**src/rtl/sar_seq_pkg.sv**
```systemverilog
package sar_seq_pkg;

    // Controller phases; hold/busy/strobe are decoded from these.
    typedef enum logic [1:0] {
        PH_ACQ   = 2'd0,
        PH_READY = 2'd1,
        PH_CONV  = 2'd2,
        PH_XFER  = 2'd3
    } sar_phase_e;

    typedef struct packed {
        logic hold;
        logic busy;
        logic latch;
    } sar_ctl_t;

    // Counter width that covers the longer of the two phases.
    function automatic int cnt_width(input int conv_len, input int acq_len);
        int longest;
        longest = (conv_len > acq_len) ? conv_len : acq_len;
        return $clog2(longest + 1);
    endfunction

    function automatic sar_ctl_t decode_phase(input sar_phase_e ph);
        sar_ctl_t c;
        c.hold  = (ph == PH_CONV);
        c.busy  = (ph == PH_CONV) || (ph == PH_XFER);
        c.latch = (ph == PH_XFER);
        return c;
    endfunction

endpackage

```
**src/rtl/sar_start_edge.sv**
```systemverilog
module sar_start_edge (
    input  logic clk,
    input  logic rst,
    input  logic start_n,
    output logic fall,
    output logic start_low
);
    logic prev_q;

    always_ff @(posedge clk) begin
        if (rst) prev_q <= 1'b1;
        else     prev_q <= start_n;
    end

    assign fall      = prev_q & ~start_n;
    assign start_low = ~start_n;

endmodule

```
**src/rtl/sar_phase_cnt.sv**
```systemverilog
module sar_phase_cnt #(
    parameter int CW = 4
) (
    input  logic          clk,
    input  logic          rst,
    input  logic          clr,
    input  logic          en,
    input  logic [CW-1:0] limit,
    output logic          last
);
    logic [CW-1:0] cnt_q;

    always_ff @(posedge clk) begin
        if (rst || clr) cnt_q <= '0;
        else if (en)    cnt_q <= cnt_q + 1'b1;
    end

    assign last = (cnt_q == limit);

    // a running count never passes the terminal value of its phase
    p_cnt_in_range_r3: assert property (@(posedge clk) disable iff (rst)
        en |-> (cnt_q <= limit));

endmodule

```
**src/rtl/sar_seq_fsm.sv**
```systemverilog
module sar_seq_fsm
    import sar_seq_pkg::*;
#(
    parameter int CONV_CYC = 20,
    parameter int ACQ_CYC  = 6
) (
    input  logic     clk,
    input  logic     rst,
    input  logic     fall,
    input  logic     start_low,
    input  logic     pwr_down,
    input  logic     impulse_mode,
    output sar_ctl_t ctl
);
    localparam int CW = cnt_width(CONV_CYC, ACQ_CYC);
    localparam logic [CW-1:0] CONV_LAST = CW'(CONV_CYC - 1);
    localparam logic [CW-1:0] ACQ_LAST  = CW'(ACQ_CYC - 1);

    sar_phase_e    phase_q, phase_d;
    logic [CW-1:0] limit;
    logic          last, cnt_clr, cnt_en, may_start;

    assign may_start = ~pwr_down;
    assign limit     = (phase_q == PH_CONV) ? CONV_LAST : ACQ_LAST;
    assign cnt_en    = (phase_q == PH_ACQ) || (phase_q == PH_CONV);
    assign cnt_clr   = (phase_d != phase_q);

    always_comb begin
        phase_d = phase_q;
        unique case (phase_q)
            PH_ACQ: begin
                if (last) begin
                    if (impulse_mode && start_low && may_start) phase_d = PH_CONV;
                    else                                        phase_d = PH_READY;
                end
            end
            PH_READY: if (fall && may_start) phase_d = PH_CONV;
            PH_CONV:  if (last) phase_d = PH_XFER;
            PH_XFER:  phase_d = PH_ACQ;
            default:  phase_d = PH_ACQ;
        endcase
    end

    sar_phase_cnt #(.CW(CW)) u_cnt (
        .clk   (clk),
        .rst   (rst),
        .clr   (cnt_clr),
        .en    (cnt_en),
        .limit (limit),
        .last  (last)
    );

    always_ff @(posedge clk) begin
        if (rst) phase_q <= PH_ACQ;
        else     phase_q <= phase_d;
    end

    assign ctl = decode_phase(phase_q);

    // a conversion never begins on a cycle where power-down was high
    p_pd_blocks_start_r9: assert property (@(posedge clk) disable iff (rst)
        $rose(ctl.hold) |-> !$past(pwr_down));

    // in normal mode the acquisition phase never leads straight to hold
    p_acq_no_direct_r6: assert property (@(posedge clk) disable iff (rst)
        (phase_q == PH_ACQ && !impulse_mode) |=> !ctl.hold);

    // impulse mode fires at the end of acquisition if start is held
    p_impulse_fire_r8: assert property (@(posedge clk) disable iff (rst)
        (phase_q == PH_ACQ && last && impulse_mode && start_low && !pwr_down) |=> ctl.hold);

endmodule

```
**src/rtl/sar_seq_ctrl.sv**
```systemverilog
module sar_seq_ctrl
    import sar_seq_pkg::*;
#(
    parameter int DATA_W   = 16,
    parameter int CONV_CYC = 20,
    parameter int ACQ_CYC  = 6
) (
    input  logic              clk,
    input  logic              rst,
    input  logic              start_n,
    input  logic              pwr_down,
    input  logic              impulse_mode,
    input  logic [DATA_W-1:0] result_in,
    output logic              hold,
    output logic              busy,
    output logic              latch_stb,
    output logic [DATA_W-1:0] data_out
);
    logic              fall, start_low;
    sar_ctl_t          ctl;
    logic [DATA_W-1:0] data_q;

    sar_start_edge u_edge (
        .clk       (clk),
        .rst       (rst),
        .start_n   (start_n),
        .fall      (fall),
        .start_low (start_low)
    );

    sar_seq_fsm #(
        .CONV_CYC (CONV_CYC),
        .ACQ_CYC  (ACQ_CYC)
    ) u_fsm (
        .clk          (clk),
        .rst          (rst),
        .fall         (fall),
        .start_low    (start_low),
        .pwr_down     (pwr_down),
        .impulse_mode (impulse_mode),
        .ctl          (ctl)
    );

    always_ff @(posedge clk) begin
        if (rst)            data_q <= '0;
        else if (ctl.latch) data_q <= result_in;
    end

    assign hold      = ctl.hold;
    assign busy      = ctl.busy;
    assign latch_stb = ctl.latch;
    assign data_out  = data_q;

    // the strobe follows the fall of hold directly
    p_latch_after_hold_r4: assert property (@(posedge clk) disable iff (rst)
        $fell(hold) |-> latch_stb);

    // busy drops the cycle after the strobe
    p_busy_falls_r5: assert property (@(posedge clk) disable iff (rst)
        latch_stb |=> !busy);

    // hold is only ever asserted inside a busy window
    p_hold_in_busy_r2: assert property (@(posedge clk) disable iff (rst)
        hold |-> busy);

    // busy cannot end except through the strobe
    p_busy_sticky_r7: assert property (@(posedge clk) disable iff (rst)
        (busy && !latch_stb) |=> busy);

    // output word only moves after a strobe
    p_data_stable_r11: assert property (@(posedge clk) disable iff (rst)
        (!$past(latch_stb) && !$past(rst)) |-> $stable(data_out));

endmodule

```
**config.mk**
```make
export PLATFORM = sky130hd
export DESIGN_NAME = sar_seq_ctrl
export DESIGN_NICKNAME = d
export VERILOG_FILES = /design/src/rtl/sar_seq_pkg.sv /design/src/rtl/sar_start_edge.sv /design/src/rtl/sar_phase_cnt.sv /design/src/rtl/sar_seq_fsm.sv /design/src/rtl/sar_seq_ctrl.sv
export SDC_FILE = /design/constraint.sdc
export NUM_CORES = 1
export LEC_CHECK = 0
export ABC_AREA = 1
export BUFFER_PORTS_ARGS = -buffer_cell sky130_fd_sc_hd__buf_2
export CORE_MARGIN = 1.5
export CORE_UTILIZATION = 50
export CTS_CLUSTER_DIAMETER = 60
export DETAILED_ROUTE_END_ITERATION = 8
export PLACE_DENSITY = 0.91
export SYNTH_ARGS = -nofsm -noshare
export SYNTH_HDL_FRONTEND = slang
export SYNTH_SLANG_ARGS = --single-unit
```
**constraint.sdc**
```tcl
create_clock -name clk -period 1.96 [get_ports clk]
set_input_delay 0.196 -clock clk [delete_from_list [all_inputs] [get_ports clk]]
set_output_delay 0.196 -clock clk [all_outputs]
set_load 0.005 [all_outputs]
```
==> impl_metrics.csv <==
group,metric,value,unit
outcome,status,"complete, no violations",
critical_path,worstPathRequired,1.76,ns
timing,max_slew_margin,73.91,%
floorplan,die-area,2319,um2
power,power.internal,698.8,uW
critical_path,path_class,"reg -> out",
cts,h-tree-depth,1,
run,drv_cap,0,
placed_design,globalplace.congestion,0.9104,
placed_design,dp_hpwl,1633,um
cts,cts_root_buf,"clkbuf_4",
drt,vias,1008,
logic_synthesis,yosysSeqAreaShare,47.12,%
critical_path,endpoint_kind,"output port",
cts,path_clk_slew,0.12,ns
floorplan,die_h,48.16,um
logic_synthesis,ys_warn_count,0,
cells_and_area,final_common_cell,"nor2_1",
floorplan,ios,40,
timing,hold_viol,0,
cells_and_area,nNetsFinal,203,
cts,cts_hold_buf,0,
cells_and_area,drive_gt1_share,27.22,%
timing,fmax,0.6021,GHz
timing,period_needed,1.661,ns
drt,wl,2059,um
logic_synthesis,syn_inst,141,
timing,fin_ws,0.2992,ns
cells_and_area,final_cell_mix,"nor2_1 (45), buf_2 (39), dfxtp_1 (24)",
placed_design,dp_slack,0.4193,ns
drt,ant_nets,0,
timing,worst_pin_slew,0.3908,ns
cts,cts-resized-gates,0,
timing,setup_viol,0,
cells_and_area,num_antenna_cells,0,
cells_and_area,n_fill_cell,166,
global_route,antenna_found_initial,0,
timing,finalMaxSlewViolations,0,
global_route,grt_use_total,19.59,%
logic_synthesis,synth.avg_cell_area,7.232,um2
logic_synthesis,synth_nets,163,
drt,drt_iter0_drc,23,
drt,drc,0,
floorplan,fp.dieW,48.16,um
power,power.density,764.9,nW/um2
global_route,grt_start_max_net_pins,20,
global_route,grt_pass1_wl,3298,um
logic_synthesis,synth_cell_types,20,
drt,drtPass1Iterations,4,
placed_design,place_area,1227,um2
logic_synthesis,ys_ff_latch,24,
cts,cts_inserted_buffers,3,
global_route,first_global_vias,811,
floorplan,core-area,1942,um2
power,switchingPower,267.8,uW
cts,clk_latency,0.30,ns
timing,finalSetupTns,0,ns
min_path,hold_path_class,"in -> reg",
power,p_leak,0.6196,nW
cts,clockBufferDepth,2,
power,vdd_ir_drop_max,0.5543,mV
cells_and_area,final_cell_area,1264,um2
cts,clock_sinks,24,
power,combPwrFrac,17.3,%
timing,rsz0062_at_grt,"no",
global_route,grt-ovfl-total,0,
critical_path,startpoint_type,"flip-flop",
drt,viasPerCell,4.870,
critical_path,worstPathMaxFanout,19,
cts,cts_tree,"yes",
cts,post-cts-setup-buffers,0,
floorplan,num_rows,16,
cells_and_area,area_growth,23.93,%
timing,clock_skew,0.0004374,ns
logic_synthesis,synthesis.area,1020,um2
power,seq_power_share,56.9,%
power,switching_share,27.71,%
drt,wl_per_cell,9.947,um
timing,period_share,84.73,%
critical_path,cp.arrival,1.46,ns
floorplan,initial_core_util,52.51,%
power,pwr-share-clk,25.9,%
placed_design,numPortBuffers,39,
synthesized netlist by cell type, drive strengths merged:
library cell | instances | share of area [%]
a21oi | 1 | 0.86
buf | 4 | 2.5
clkbuf | 1 | 0.37
clkinv | 1 | 0.86
dfxtp | 24 | 47
ha | 1 | 1.2
inv | 11 | 4.0
nand2 | 16 | 6.1
nand3 | 3 | 1.5
nand4 | 3 | 1.8
nor2 | 46 | 17
nor3 | 5 | 2.5
o211ai | 1 | 0.74
o21ai | 20 | 9.8
xor2 | 4 | 3.4
path summary, 6_finish.rpt:
kind,end,start,slack [ns],depth (start not counted)
worst min-delay path,u_fsm.phase_q[1],rst,0.08,2
worst max register to register,u_fsm.u_cnt.cnt_q[0],u_fsm.phase_q[0],0.40,9
worst max-delay path,latch_stb,u_fsm.phase_q[0],0.30,3
worst min register to register,data_out[11],data_out[11],0.49,2
critical path, stage by stage, from the launching register on:
cell and delay, ns:
dfxtp_1 0.58, nand2_1 0.14, inv_2 0.26, buf_2 0.18
layer usage:
layer	routed length (um)	GRT usage, %	vias to the layer above
li1	-	-	526
met4	0	8.649	0
met3	103	2.593	0
met2	1063	31.32	25
met5	0	0	-
met1	892	26.39	457
cell type report:
cell class | instances | area (um2) | share of cell area, %
clock buffer | 4 | 36.28 | 2.871
sequential | 24 | 480.5 | 38.02
tap | 27 | 33.78 | 2.673
inverter | 12 | 50.05 | 3.960
multi-input combinational | 100 | 460.4 | 36.44
timing repair buffer | 40 | 202.7 | 16.04
metrics by stage:
| step | std cells | total power, mW | utilization (%) | hold slack [ns] |
|---|---|---|---|---|
| after floorplan | 141 | 0.6768 | - | 0.2676 |
| after global placement | 203 | 0.7186 | 63.21 | 0.3924 |
| after detailed placement | 203 | 0.7267 | 63.21 | 0.4026 |
| after CTS | 207 | 0.9726 | 65.08 | 0.07571 |
| after global routing | 207 | 1.021 | 65.08 | 0.07231 |
| final | 207 | 0.9666 | 65.08 | 0.07843 |
sequential cells by signal (all words and copies together) (netlist names):
name               flops
data_out              16
u_edge.prev_q          1
u_fsm.phase_q          2
u_fsm.u_cnt.cnt_q      5
power groups by stage:
stage | clock (mW) | combinational, mW | sequential, mW
3_3_place_gp | 0 | 0.162 | 0.557
4_1_cts | 0.256 | 0.168 | 0.549
5_1_grt | 0.271 | 0.196 | 0.553
3_5_place_dp | 0 | 0.166 | 0.560
6_report | 0.250 | 0.167 | 0.550
2_1_floorplan | 0 | 0.128 | 0.549
logic make-up after synthesis:
logic type | count (synthesis) | share of synthesized area, %
compound gates | 22 | 11.41
xor+xnor | 4 | 3.435
fa+ha+maj | 1 | 1.227
buf+inv | 17 | 7.730
flops | 24 | 47.12
simple gates | 73 | 29.08
Power figures use the tool's default switching activity.
